$ cat src/rtl/irq_entry_pkg.sv
package irq_entry_pkg;

    localparam int LVLW = 4;

    typedef enum logic [3:0] {
        ST_IDLE, ST_DMA, ST_PRI, ST_WAIT,
        ST_E0, ST_SRW, ST_E1, ST_PCW, ST_E2, ST_VRD, ST_E3, ST_E4, ST_FET
    } seq_state_e;

    typedef enum logic [1:0] {
        K_SR    = 2'd0,
        K_PC    = 2'd1,
        K_VEC   = 2'd2,
        K_FETCH = 2'd3
    } acc_kind_e;

endpackage

$ cat src/rtl/irq_entry_pick.sv
module irq_entry_pick #(
    parameter int NSRC = 4,
    parameter int LVLW = 4,
    parameter int SRCW = $clog2(NSRC + 1)
) (
    input  logic                 nmi_req,
    input  logic [NSRC-1:0]      src_req,
    input  logic [NSRC*LVLW-1:0] src_level,
    input  logic [LVLW-1:0]      mask,
    output logic                 pick_valid,
    output logic [SRCW-1:0]      pick_src
);
    logic [NSRC-1:0] elig;
    logic [LVLW-1:0] lvl [NSRC];
    logic [LVLW-1:0] best;
    logic            found;

    for (genvar g = 0; g < NSRC; g++) begin : g_elig
        assign lvl[g]  = src_level[g*LVLW +: LVLW];
        assign elig[g] = src_req[g] && (lvl[g] > mask);
    end

    always_comb begin
        found    = 1'b0;
        best     = '0;
        pick_src = '0;
        for (int i = 0; i < NSRC; i++) begin
            if (elig[i] && (!found || lvl[i] > best)) begin
                found    = 1'b1;
                best     = lvl[i];
                pick_src = SRCW'(i);
            end
        end
        if (nmi_req) pick_src = SRCW'(NSRC);
        pick_valid = nmi_req || found;
    end
endmodule

$ cat src/rtl/irq_entry_cost.sv
module irq_entry_cost #(
    parameter int              NSRC     = 4,
    parameter int              SRCW     = $clog2(NSRC + 1),
    parameter int              VECW     = 8,
    parameter logic [NSRC-1:0] IRQ_SET  = 4'b0011,
    parameter logic [NSRC-1:0] DMA_SET  = 4'b0100,
    parameter int              NMI_VEC  = 11,
    parameter int              SRC_VEC0 = 64
) (
    input  logic [SRCW-1:0] src,
    output logic            dma_stage,
    output logic [1:0]      pri_cycles,
    output logic [VECW-1:0] vec_num
);
    logic [NSRC:0]         d_tab;
    logic [2*(NSRC+1)-1:0] p_tab;

    for (genvar g = 0; g < NSRC; g++) begin : g_tab
        assign d_tab[g]         = IRQ_SET[g] | DMA_SET[g];
        assign p_tab[2*g +: 2]  = IRQ_SET[g] ? 2'd3 : 2'd2;
    end
    assign d_tab[NSRC]            = 1'b0;
    assign p_tab[2*NSRC +: 2]     = 2'd2;

    always_comb begin
        dma_stage  = 1'b0;
        pri_cycles = 2'd2;
        for (int i = 0; i <= NSRC; i++) begin
            if (src == SRCW'(i)) begin
                dma_stage  = d_tab[i];
                pri_cycles = p_tab[2*i +: 2];
            end
        end
        if (src == SRCW'(NSRC)) vec_num = VECW'(NMI_VEC);
        else                    vec_num = VECW'(SRC_VEC0) + VECW'(src);
    end
endmodule

$ cat src/rtl/irq_entry_seq.sv
module irq_entry_seq
    import irq_entry_pkg::*;
#(
    parameter int              NSRC     = 4,
    parameter int              CNTW     = 16,
    parameter int              VECW     = 8,
    parameter logic [NSRC-1:0] IRQ_SET  = 4'b0011,
    parameter logic [NSRC-1:0] DMA_SET  = 4'b0100,
    parameter int              NMI_VEC  = 11,
    parameter int              SRC_VEC0 = 64,
    localparam int             SRCW     = $clog2(NSRC + 1)
) (
    input  logic                 clk,
    input  logic                 rst_n,
    input  logic                 nmi_req,
    input  logic [NSRC-1:0]      src_req,
    input  logic [NSRC*LVLW-1:0] src_level,
    input  logic [LVLW-1:0]      sr_mask,
    input  logic [31:0]          sr_in,
    input  logic [31:0]          pc_in,
    input  logic [31:0]          sp_in,
    input  logic [31:0]          vbr_in,
    input  logic                 cpu_done,
    output logic                 mem_req,
    output logic                 mem_we,
    output logic [1:0]           mem_kind,
    output logic [31:0]          mem_addr,
    output logic [31:0]          mem_wdata,
    input  logic [31:0]          mem_rdata,
    input  logic                 mem_ready,
    output logic                 take,
    output logic [SRCW-1:0]      take_src,
    output logic                 busy,
    output logic [CNTW-1:0]      lat_cycles
);
    typedef struct packed {
        seq_state_e      st;
        logic [1:0]      pri_left;
        logic [SRCW-1:0] src;
        logic [VECW-1:0] vec;
        logic [31:0]     handler;
        logic [CNTW-1:0] lat;
    } seq_regs_t;

    seq_regs_t r_d, r_q;

    logic            pick_valid;
    logic [SRCW-1:0] pick_src;
    logic            cost_dma;
    logic [1:0]      cost_pri;
    logic [VECW-1:0] cost_vec;

    irq_entry_pick #(.NSRC(NSRC), .LVLW(LVLW), .SRCW(SRCW)) u_pick (
        .nmi_req    (nmi_req),
        .src_req    (src_req),
        .src_level  (src_level),
        .mask       (sr_mask),
        .pick_valid (pick_valid),
        .pick_src   (pick_src)
    );

    irq_entry_cost #(
        .NSRC(NSRC), .SRCW(SRCW), .VECW(VECW), .IRQ_SET(IRQ_SET),
        .DMA_SET(DMA_SET), .NMI_VEC(NMI_VEC), .SRC_VEC0(SRC_VEC0)
    ) u_cost (
        .src        (pick_src),
        .dma_stage  (cost_dma),
        .pri_cycles (cost_pri),
        .vec_num    (cost_vec)
    );

    always_comb begin
        r_d       = r_q;
        take      = 1'b0;
        mem_req   = 1'b0;
        mem_we    = 1'b0;
        mem_kind  = K_SR;
        mem_addr  = '0;
        mem_wdata = '0;

        if (r_q.st != ST_IDLE && r_q.st != ST_FET) r_d.lat = r_q.lat + 1'b1;

        case (r_q.st)
            ST_IDLE: begin
                if (pick_valid) begin
                    take         = 1'b1;
                    r_d.src      = pick_src;
                    r_d.vec      = cost_vec;
                    r_d.lat      = '0;
                    r_d.pri_left = cost_pri - 2'd1;
                    r_d.st       = cost_dma ? ST_DMA : ST_PRI;
                end
            end
            ST_DMA: r_d.st = ST_PRI;
            ST_PRI: begin
                if (r_q.pri_left != 2'd0) r_d.pri_left = r_q.pri_left - 2'd1;
                else                      r_d.st = cpu_done ? ST_E0 : ST_WAIT;
            end
            ST_WAIT: if (cpu_done) r_d.st = ST_E0;
            ST_E0:   r_d.st = ST_SRW;
            ST_SRW: begin
                mem_req   = 1'b1;
                mem_we    = 1'b1;
                mem_kind  = K_SR;
                mem_addr  = sp_in - 32'd4;
                mem_wdata = sr_in;
                if (mem_ready) r_d.st = ST_E1;
            end
            ST_E1:   r_d.st = ST_PCW;
            ST_PCW: begin
                mem_req   = 1'b1;
                mem_we    = 1'b1;
                mem_kind  = K_PC;
                mem_addr  = sp_in - 32'd8;
                mem_wdata = pc_in;
                if (mem_ready) r_d.st = ST_E2;
            end
            ST_E2:   r_d.st = ST_VRD;
            ST_VRD: begin
                mem_req  = 1'b1;
                mem_kind = K_VEC;
                mem_addr = vbr_in + {{(30-VECW){1'b0}}, r_q.vec, 2'b00};
                if (mem_ready) begin
                    r_d.handler = mem_rdata;
                    r_d.st      = ST_E3;
                end
            end
            ST_E3:   r_d.st = ST_E4;
            ST_E4:   r_d.st = ST_FET;
            ST_FET: begin
                mem_req  = 1'b1;
                mem_kind = K_FETCH;
                mem_addr = r_q.handler;
                if (mem_ready) r_d.st = ST_IDLE;
            end
            default: r_d.st = ST_IDLE;
        endcase
    end

    always_ff @(posedge clk or negedge rst_n) begin
        if (!rst_n) begin
            r_q.st       <= ST_IDLE;
            r_q.pri_left <= '0;
            r_q.src      <= '0;
            r_q.vec      <= '0;
            r_q.handler  <= '0;
            r_q.lat      <= '0;
        end else begin
            r_q <= r_d;
        end
    end

    assign busy       = (r_q.st != ST_IDLE);
    assign take_src   = take ? pick_src : r_q.src;
    assign lat_cycles = r_q.lat;
endmodule

$ cat config.mk
export PLATFORM = sky130hd
export DESIGN_NAME = irq_entry_seq
export DESIGN_NICKNAME = d
export VERILOG_FILES = /design/src/rtl/irq_entry_pkg.sv /design/src/rtl/irq_entry_pick.sv /design/src/rtl/irq_entry_cost.sv /design/src/rtl/irq_entry_seq.sv
export SDC_FILE = /design/constraint.sdc
export NUM_CORES = 1
export LEC_CHECK = 0
export BUFFER_PORTS_ARGS = -buffer_cell sky130_fd_sc_hd__clkbuf_2
export CAP_MARGIN = 0
export CORE_AREA = 8 8 129 131
export CTS_BUF_LIST = sky130_fd_sc_hd__clkbuf_8
export CTS_CLUSTER_SIZE = 24
export DETAILED_ROUTE_END_ITERATION = 16
export DIE_AREA = 0 0 137 139
export HOLD_SLACK_MARGIN = 0.02
export PLACE_DENSITY = 0.75
export SLEW_MARGIN = 5
export SYNTH_ARGS = -nofsm -noshare
export SYNTH_HDL_FRONTEND = slang
export SYNTH_HIERARCHICAL = 1
export SYNTH_SLANG_ARGS = --single-unit
$ cat constraint.sdc
create_clock -name clk -period 6.9 [get_ports clk]
set_clock_uncertainty 0.15 [all_clocks]
set_input_delay 0.345 -clock clk [delete_from_list [all_inputs] [get_ports clk]]
set_output_delay 0.345 -clock clk [all_outputs]
set_load 0.005 [all_outputs]
# Yosys cells after proc, flatten, opt, wreduce, memory -nomap -nowiden
# Index checks and enable logic that the tools add are counted.
# classes
n_addsub	7
order_cmp	7
eq_ne	25
muxes	45
reduce_logical	26
# ops
operator	count
$pmux W32 S4	1
$pmux W32 S2	1
$pmux W4 S13	1
$mux W16	3
$mux W4	9
$add A32 B10 Y32	1
$sub A32 B3 Y32 const B	1
$sub A32 B4 Y32 const B	1
$gt A4 B4 Y1	7
$eq A4 B4 Y1 const B	5
$mux W1	19
$mux W17	1
$add A16 B1 Y16 const B	1
$eq A4 B3 Y1 const B	4
$ne A2 B2 Y1 const B	8
$mux W3	3
$add A7 B3 Y8 const A	1
$eq A4 B2 Y1 const B	2
$logic_and A1 B1 Y1	8
$mux W2	4
$mux W8	1
$reduce_and A7 Y1	1
$eq A3 B2 Y1 const B	2
$pmux W2 S3	1
other kinds (16)	24
# word_totals
register_bits	65
input_bits	189
out_inout_bits	89
wordCells	116

# Longest topological paths before layout
# Gate-level depths: netlist of the first run.
# logic_depth
depth_word	25
mapped_depth	28
mapped_depth_nobuf	28

# Cells and area by module
# The synthesis of the first run kept the hierarchy.
# modules_own_cells
module	instances	cells_per_inst	area_each_um2	seq_area_each_um2
irq_entry_seq	1	630	5482.8	1626.6
irq_entry_pick	1	103	824.5	0.0
irq_entry_cost	1	16	92.6	0.0

# Worst setup path after synthesis of the first run
# Ideal clock, no wire load.
# synth_path
path_kind	input to register
start	in sr_mask[1]
end	reg r_q[61] (netlist bit)
setup_ps	134
arrival_ps	5154
required_time_ps	6616
path_slack_ps	1462
path_stages	27
path_buffers	0
cell_sequence	inv_1 -> ha_1 -> nor2b_1 -> o211a_1 -> o21a_1 -> nand2_1 -> ha_1 -> a21oi_1 -> o21ai_0 -> a21o_1 -> a32oi_1 -> ha_1 -> nor2b_1 -> o211ai_1 -> a21oi_1 -> o21ai_2 -> mux2_2 -> ha_1 -> nor2b_1 -> o211ai_1 -> a21oi_1 -> o21ai_0 -> a21oi_1 -> a21oi_1 -> a2111o_1 -> nand3_1 -> mux2i_1
# synth_between
elab_chain_cells	25
word_cells_on_any_way	47
cone_classes	7 x order compare; 5 x eq/ne; 19 x mux; 16 x reduce/logical
# synth_lines
element	line_no	source
start: declaration	irq_entry_seq.sv:18	input logic [LVLW-1:0] sr_mask,
$gt A4 B4 Y1	irq_entry_pick.sv:20	assign elig[g] = src_req[g] && (lvl[g] > mask);
$logic_and A1 B1 Y1	irq_entry_pick.sv:20	
$mux W4 / $mux W1 (equally long branches)	irq_entry_pick.sv:28	if (elig[i] && (!found || lvl[i] > best)) begin
$gt A4 B4 Y1 / $logic_not A1 Y1 (equally long branches)	irq_entry_pick.sv:28	
$logic_or A1 B1 Y1	irq_entry_pick.sv:28	
$logic_and A1 B1 Y1	irq_entry_pick.sv:28	
$mux W4 / $mux W1 (equally long branches)	irq_entry_pick.sv:28	
$gt A4 B4 Y1 / $logic_not A1 Y1 (equally long branches)	irq_entry_pick.sv:28	
[8 not listed]	--	
net pick_src[1]	irq_entry_seq.sv:48	logic [SRCW-1:0] pick_src;
$logic_not A3 Y1	irq_entry_cost.sv:29	if (src == SRCW'(i)) begin
$mux W1 (4 in series)	irq_entry_cost.sv:29	
$mux W1 *	irq_entry_cost.sv:29	
net cost_dma	irq_entry_seq.sv:49	logic cost_dma;
$mux W2 *	irq_entry_seq.sv:91	r_d.st = cost_dma ? ST_DMA : ST_PRI;
$mux W17 *	irq_entry_seq.sv:85	if (pick_valid) begin
$pmux W4 S13 *	irq_entry_seq.sv:83	case (r_q.st)
end signal: assignment	irq_entry_seq.sv:149	r_q <= r_d;
end: declaration	irq_entry_seq.sv:45	seq_regs_t r_d, r_q;
# Mark *: on every way through the listed nets, which the timed path passes. The rest lies on a longest branch. The select of a mux whose other input is x is not followed.
# A chain may end at the register's enable or synchronous reset.

# Worst setup path after layout of the first run
# layout_path
start	in sr_mask[3]
end	out take_src[1]
# layout_between
word_cells_on_any_way	34
cone_classes	7 x order compare; 13 x mux; 14 x reduce/logical
# layout_lines
element	line_no	source
$gt A4 B4 Y1	irq_entry_pick.sv:20	
$logic_and A1 B1 Y1	irq_entry_pick.sv:20	
$mux W4 / $mux W1 (equally long branches)	irq_entry_pick.sv:28	
$gt A4 B4 Y1 / $logic_not A1 Y1 (equally long branches)	irq_entry_pick.sv:28	
$logic_or A1 B1 Y1	irq_entry_pick.sv:28	
$logic_and A1 B1 Y1	irq_entry_pick.sv:28	
$mux W4 / $mux W1 (equally long branches)	irq_entry_pick.sv:28	
$gt A4 B4 Y1 / $logic_not A1 Y1 (equally long branches)	irq_entry_pick.sv:28	
[2 not listed]	--	
$mux W4 / $mux W1 (equally long branches)	irq_entry_pick.sv:28	
$gt A4 B4 Y1 / $logic_not A1 Y1 (equally long branches)	irq_entry_pick.sv:28	
$logic_or A1 B1 Y1	irq_entry_pick.sv:28	
$logic_and A1 B1 Y1	irq_entry_pick.sv:28	
$mux W2 *	irq_entry_pick.sv:28	
$mux W3 *	irq_entry_pick.sv:34	if (nmi_req) pick_src = SRCW'(NSRC);
net pick_src[1]	irq_entry_seq.sv:48	
$mux W3 *	irq_entry_seq.sv:154	assign take_src = take ? pick_src : r_q.src;
end: declaration	irq_entry_seq.sv:32	output logic [SRCW-1:0] take_src,
# Mark *: on every way through the listed nets, which the timed path passes. The rest lies on a longest branch.

==> flow_summary.ini, run 1 <==
[run_status]
outcome = complete, but fails checks
violations = hold timing

[timing]
rsz0062_at_grt = no
worst_pin_slew_ns = 0.9402
fin_hold_ws_ns = -0.02467
setup_tns_ns = 0
post-route-period-util = 0.8785
timing.fmax_mhz = 165.0
hold_viol = 8
setup_viol = 0
relSlewSlack = 0.3732
slew_viol_final = 0
period_minus_slack_ns = 6.061

[clock_network]
cts_tree = yes
cts.htree.levels = 3
cts-root-buf = clkbuf_8
clk_pin_slew_ns = 0.09
cts_resized = 0
post_cts_buffers = 0
clock_path_buffers = 2
cts_buffers = 9
clk_latency_ns = 0.37
ctsHoldBuffers = 0
clock_sinks = 65

[die]
die-area_sq_um = 19040
die_w_um = 137
rows = 45
ioPinCount = 278
initial_core_util = 0.4338
core_area_sq_um = 14750
dieHeight_um = 139

[worst_hold_path]
min_path_type = primary input to async pin

[power_and_ir_drop]
peakVddDrop_mv = 0.1731
power_uw = 2240
power.leakage_uw = 0.003949
power.density_nw_per_um2 = 279.7

[final_layout]
area_growth_pct = 25.12
stdcell_count = 1182
post-route-util = 0.5428
num-nets-final = 1220
n_fill_cell = 1429
num_antenna_cells = 0
layout-drive-gt1-share = 0.3702

[synth]
yosysSeqAreaShare = 0.2542
ys_ff_latch = 65
synth_area_sq_um = 6400
synth_top_family_by_area = compound AO/OA/AOI/OAI gates
synthCells = 749
synth_area_leaders = dfrtp_1, mux2_2, ha_1, a22o_1, xor2_1
synthFlopType = dfrtp_1
postSynth.asyncResetShare = 1.000
synth.distinct_cells = 79
syn_avg_cell_area_sq_um = 8.545
yosys-top-cells-count = dfrtp_1, nand2_1, mux2_2
yosysMostFrequentCell = dfrtp_1
yosys.area_share.simple = 0.1965
synth-compound-area-share = 0.2446
synth-edff-count = 0
synthAdderAreaFrac = 0.08328
yosys_warnings = 6
yosysTopAreaCellShare = 0.2542
synth_area_leader_cell = dfrtp_1
synth_xor_area_frac = 0.06295
synthMuxAreaShare = 0.09110

[global_routing]
grt_max_degree = 66
grt_overflow = 0
grt_usage = 0.2391
grt_pass1_wl_mm = 36.35
antenna_found_initial = 0
grt_pass1_vias = 6799

[setup_path]
required_ns = 6.40
critical-path-slowest-cell = a21oi_1
path_class = primary input to output pin
cp-end-kind = output pin
startpoint_type = primary input
cp_max_fo = 7
cp.arrival_ns = 5.57
slowest_delay_ns = 0.51

[routing]
drc = 0
ant_nets = 0
firstDrtPassIters = 5
avgRoutedWirePerCell_um = 19.99
vias = 6908
wl_mm = 23.63
drt_iter0_drc = 532
routed_via_density = 5.844

[placement]
io_buffers = 277
dpl.hpwl_mm = 18.72
place_inst = 1166
gp_congestion = 0.9524

[run]
maxCapViolations = 0
==> flip-flops by register name, summed over array words and instances, names as in the netlist <==
signal,cells
lat_cycles,16
r_q,49
==> critical path: cells and delay by family <==
| family | cells | cell delay [ns] |
|---|---|---|
| buffers and inverters | 3 | 0.32 |
| multiplexers | 2 | 0.66 |
| AO/OA/AOI/OAI | 13 | 2.71 |
| AND/OR/NAND/NOR | 3 | 0.35 |
| adder cells (fa/ha/maj) | 4 | 1.17 |
==> per-stage QoR <==
step | hold slack [ns] | cell area (sq um) | setup slack, ns
6_report | -0.02467 | 8008 | 0.8385
5_1_grt | 0.03923 | 8008 | 0.3071
4_1_cts | 0.03346 | 8008 | 0.8474
3_5_place_dp | 0.3409 | 7804 | 0.7562
3_3_place_gp | 0.3348 | 7804 | 0.9459
2_1_floorplan | -0.1006 | 6407 | 1.462
==> final timing paths <==
check                           slack [ns]  cells after the start                   to                 from
worst max-delay path                  0.84                     25          take_src[1]           sr_mask[3]
max in group asynchronous             5.98                      2  r_q[56]$_DFFE_PN0P_                rst_n
worst max register to register        3.21                      7  r_q[63]$_DFFE_PN0P_  r_q[64]$_DFFE_PN0P_
worst min register to register        0.35                      1  r_q[58]$_DFFE_PN0P_  r_q[58]$_DFFE_PN0P_
min in group clk                      0.05                      2  r_q[40]$_DFFE_PN0P_        mem_rdata[24]
worst min-delay path                 -0.02                      2  r_q[40]$_DFFE_PN0P_                rst_n
==> power breakdown <==
part           leakage (uW)  switching [uW]  internal [uW]
logic               0.00300             647            565
registers          0.000850             136            541
clock network     0.0000949             174            177
==> placed cells by master (no fill, tap or decap), types with 4 or more instances in the layout <==
cell type  instances
a21o_1             6
a21oi_1           36
a221o_1            5
a22o_1            33
a22oi_1           13
a31oi_1            7
a32oi_1            8
and2_1             5
and3_1             7
and4_1            11
buf_4              7
clkbuf_2         276
clkbuf_8          10
conb_1             4
dfrtp_1           65
ha_1              41
inv_1             28
mux2_2            46
mux2i_1            5
nand2_1           60
nand3_1           18
nand4_1           14
nor2_1            45
nor2b_1            9
nor3_1            21
nor4_1             9
o2111ai_1          4
o211ai_1          20
o21a_1             5
o21ai_0           34
o21ai_1            4
o221ai_1           5
o22ai_1            6
o31ai_1            9
or3_1              9
or4_1              4
xnor2_1           15
xor2_1            31
==> cells by family after synthesis <==
kind of cell / count (synthesis)
other cells: 2
buf+inv: 88
xor+xnor: 46
simple gates: 235
fa+ha+maj: 42
mux: 52
flops: 65
compound gates: 219
==> per-layer routing <==
metal  GRT usage  vias up  part of all wire
met5           0        -                 0
met4     0.09554        0             0.030
met3     0.05036       43             0.082
met2      0.3869      299              0.47
met1      0.3009     3267              0.41
li1            -     3299                 -
==> cell type report <==
type                    count  area [sq um]  share of cell area
repair buffers            284          1439              0.1797
clock inverters             6         66.31            0.008281
flip-flops and latches     65          1627              0.2031
well taps                 188         235.2             0.02938
multi-input cells         598          4387              0.5478
clock buffers              10         137.6             0.01719
inverters                  31         116.4             0.01453
Power figures use the tool's default switching activity.
==> run 2, diff against run 1 <==
- CAP_MARGIN: 0 -> 20
- clock period: 6.9 -> 6.95 ns (I/O delays scaled with it)
==> flow_summary.ini, run 2 (synthesis results as in run 1) <==
[routing]
avgRoutedWirePerCell_um = 19.97
top_layer = met4
ant_nets = 0
met2_length_mm = 11.32
vias = 6910
routed_via_density = 5.846
drt_iter0_drc = 621
wl_met3_mm = 2.021
drc = 0
firstDrtPassIters = 5
wl_mm = 23.61
drt-met1-wl_mm = 9.628

[timing]
worst_pin_slew_ns = 0.9719
slew_viol_final = 0
layout_setup_ws_ns = 1.011
setup_tns_ns = 0
period_minus_slack_ns = 5.939
post-route-period-util = 0.8546
rsz0062_at_grt = no
timing.fmax_mhz = 168.4
hold_viol = 0
setup_viol = 0
fin_hold_ws_ns = 0.0007139
relSlewSlack = 0.3461

[run]
maxCapViolations = 0

[placement]
dpl_cell_area_sq_um = 7804
io_buffers = 277
place_inst = 1166
gp_congestion = 0.9621
dpl.hpwl_mm = 18.73
place_ws_ns = 0.8604

[setup_path]
critPathLaunch = sr_mask[1]
cp_max_fo = 7
r2r_start = r_q[64]$_DFFE_PN0P_
cp-end-kind = output pin
critical-path-slowest-cell = a21oi_1
required_ns = 6.45
slowest_delay_ns = 0.50
cp.arrival_ns = 5.44
rr_worst_depth = 7
path_class = primary input to output pin
startpoint_type = primary input

[die]
rows = 45
die-area_sq_um = 19040
ioPinCount = 278
initial_core_util = 0.4338
dieHeight_um = 139
die_w_um = 137
core_area_sq_um = 14750

[worst_hold_path]
min_path_type = primary input to async pin

[global_routing]
grt_usage = 0.2383
grt_overflow = 0
grt_max_degree = 66
grt_pass1_wl_mm = 36.03
grt_pass1_vias = 6699
antenna_found_initial = 0

[final_layout]
largest_reg_flops = 49
num_antenna_cells = 0
area_growth_pct = 25.18
final_cell_mix = clkbuf_2, dfrtp_1, nand2_1
stdcell_count = 1182
regMostFlops = r_q
num-nets-final = 1220
final_common_cell = clkbuf_2
layout-drive-gt1-share = 0.3702
n_fill_cell = 1437
postLayoutCellArea_sq_um = 8011

[clock_network]
ctsHoldBuffers = 0
clock_path_buffers = 2
cts_resized = 0
cts.htree.levels = 3
clk_latency_ns = 0.37
cts_tree = yes
cts-root-buf = clkbuf_8
clock_sinks = 65
cts_buffers = 9
post_cts_buffers = 0
clk_pin_slew_ns = 0.10

[power_and_ir_drop]
power.leakage_uw = 0.003958
peakVddDrop_mv = 0.1722
power.density_nw_per_um2 = 279.2

[run_status]
outcome = finished, final reports clean
==> run 2: cell types whose count changed in the layout (fill, tap and decap cells not counted) <==
| cell | change |
|---|---|
| inv_6 | +3 |
| clkinvlp_4 | -2 |
| clkbuf_8 | -1 |
| clkinv_2 | -1 |
| inv_8 | +1 |
==> run 2: worst paths after layout <==
check / end / slack, ns
worst max register to register: r_q[63]$_DFFE_PN0P_ / 3.25
min in group clk: r_q[36]$_DFFE_PN0P_ / 0.04
worst min register to register: r_q[58]$_DFFE_PN0P_ / 0.35
max in group asynchronous: r_q[49]$_DFFE_PN0P_ / 6.07
worst min-delay path: r_q[43]$_DFFE_PN0P_ / 0.0007
worst max-delay path: take_src[1] / 1.01
==> run 2: final cells by class <==
class	instances	area (sq um)	share of cell area
inverter	31	116.4	0.01452
timing repair buffer	284	1439	0.1796
multi-input combinational	598	4387	0.5476
clock buffer	9	123.9	0.01546
sequential	65	1627	0.2030
clock inverter	7	83.83	0.01046
tap	188	235.2	0.02936
==> run 2: through the flow <==
stage | power (uW) | util
3_3_place_gp | 1851 | 0.5290
3_5_place_dp | 1886 | 0.5290
4_1_cts | 2251 | 0.5431
6_report | 2237 | 0.5431
5_1_grt | 2406 | 0.5431
2_1_floorplan | 1434 | -
==> run 2: where the power goes <==
part | internal, uW | switching [uW]
registers | 537 | 139
logic | 560 | 642
clock network | 173 | 185
==> run 2: per-layer routing <==
metal  global-route usage  up-vias
met5                    0        -
met4              0.08295        0
met3              0.05036       40
met2               0.3911      312
met1               0.3001     3267
li1                     -     3291
==> run 2: worst max-delay path, delay by kind of cell <==
kind / cells / cell delay (ns)
compound gates: 13 / 2.55
fa+ha+maj: 4 / 1.08
buf+inv: 3 / 0.32
mux: 2 / 0.66
simple gates: 4 / 0.48
==> run 3, diff against run 2 <==
- CELL_PAD_IN_SITES_DETAIL_PLACEMENT: not set -> 0
- CELL_PAD_IN_SITES_GLOBAL_PLACEMENT: not set -> 1
- CORE_AREA: 8 8 129 131 -> 8 8 143 145
- DIE_AREA: 0 0 137 139 -> 0 0 151 153
- PLACE_DENSITY: 0.75 -> not set
- PLACE_DENSITY_LB_ADDON: not set -> 0.1
==> flow_summary.ini, run 3 (synthesis results as in run 1) <==
[setup_path]
cp-end-kind = output pin
cp.arrival_ns = 5.53
r2r_start = r_q[62]$_DFFE_PN0P_
path_class = primary input to output pin
cp_top_family = compound AO/OA/AOI/OAI gates
cp_num_buf_inv = 3
startpoint_type = primary input
slowest_delay_ns = 0.53
critical-path-slowest-cell = a21oi_1
critPathLaunch = sr_mask[1]
required_ns = 6.45
cp_max_fo = 7

[routing]
ant_nets = 0
met2_length_mm = 11.30
firstDrtPassIters = 5
wl_met3_mm = 1.691
drt_iter0_drc = 381
drt-met1-wl_mm = 10.79
top_layer = met5
avgRoutedWirePerCell_um = 19.85
vias = 6691
drc = 0
routed_via_density = 5.449
wl_mm = 24.38

[clock_network]
cts_buffers = 9
clk_latency_ns = 0.38
cts_tree = yes
clock_sinks = 65
cts.htree.levels = 3
clk_pin_slew_ns = 0.08
cts_resized = 0
cts-root-buf = clkbuf_8
ctsHoldBuffers = 0
clock_path_buffers = 2
post_cts_buffers = 0

[final_layout]
postLayoutCellArea_sq_um = 8068
final_common_cell = clkbuf_2
area_growth_pct = 26.06
layout-drive-gt1-share = 0.3702
num_antenna_cells = 0
stdcell_count = 1228
n_fill_cell = 1920
final_cell_mix = clkbuf_2, dfrtp_1, nand2_1
num-nets-final = 1220
regMostFlops = r_q
largest_reg_flops = 49

[timing]
setup_viol = 0
period_minus_slack_ns = 6.028
relSlewSlack = 0.2831
rsz0062_at_grt = no
worst_pin_slew_ns = 1.065
timing.fmax_mhz = 165.9
setup_tns_ns = 0
hold_viol = 5
slew_viol_final = 0
fin_hold_ws_ns = -0.008767
post-route-period-util = 0.8674

[run]
maxCapViolations = 0

[die]
die-area_sq_um = 23100
initial_core_util = 0.3503
rows = 50
core_area_sq_um = 18270
ioPinCount = 278
die_w_um = 151
dieHeight_um = 153

[run_status]
violations = hold timing
outcome = complete, but fails checks

[placement]
io_buffers = 277
place_inst = 1212
gp_congestion = 0.8672
dpl_cell_area_sq_um = 7861
dpl.hpwl_mm = 19.51

[global_routing]
grt_overflow = 0
antenna_found_initial = 1
grt_max_degree = 66
grt_usage = 0.2069
grt_pass1_wl_mm = 37.72
grt_pass1_vias = 6828

[power_and_ir_drop]
power.density_nw_per_um2 = 276.7
peakVddDrop_mv = 0.1546
power.leakage_uw = 0.003953

[worst_hold_path]
min_path_type = primary input to async pin
==> run 3: worst paths after layout <==
path	slack, ns	cells after the start	end
max in group asynchronous	6.05	2	r_q[46]$_DFFE_PN0P_
min in group clk	0.04	2	r_q[19]$_DFFE_PN0P_
worst min register to register	0.35	1	r_q[57]$_DFFE_PN0P_
worst max-delay path	0.92	26	take_src[1]
worst min-delay path	-0.009	2	r_q[47]$_DFFE_PN0P_
worst max register to register	3.11	8	r_q[63]$_DFFE_PN0P_
==> run 3: power by group <==
group          total, uW  switching [uW]  internal, uW
clock                354             182           172
combinational       1200             637           560
sequential           682             145           537
total               2230             964          1270
==> run 3: stage by stage <==
stage	utilization	total power, uW	setup WS, ns	hold WS [ns]
floorplan	-	1434	1.510	-0.09809
global placement	0.4303	1888	0.9200	0.3294
detailed placement	0.4303	1896	0.8679	0.3361
CTS	0.4416	2262	0.9842	0.02768
global route	0.4416	2421	0.4517	0.03971
finish	0.4416	2233	0.9218	-0.008767
==> run 3: area by class of cell <==
| type | count | area [sq um] | share of cell area |
|---|---|---|---|
| Clock inverter | 7 | 82.58 | 0.01024 |
| Clock buffer | 9 | 123.9 | 0.01535 |
| Timing Repair Buffer | 284 | 1439 | 0.1783 |
| Inverter | 31 | 116.4 | 0.01442 |
| Multi-Input combinational cell | 598 | 4387 | 0.5437 |
| Sequential cell | 65 | 1627 | 0.2016 |
| Tap cell | 234 | 292.8 | 0.03629 |
==> run 3: routing by layer <==
metal  GRT usage  vias to the layer above
met5           0                        -
met4     0.06412                        2
met3     0.04370                       39
met2      0.3313                      217
met1      0.2715                     3132
li1            -                     3301
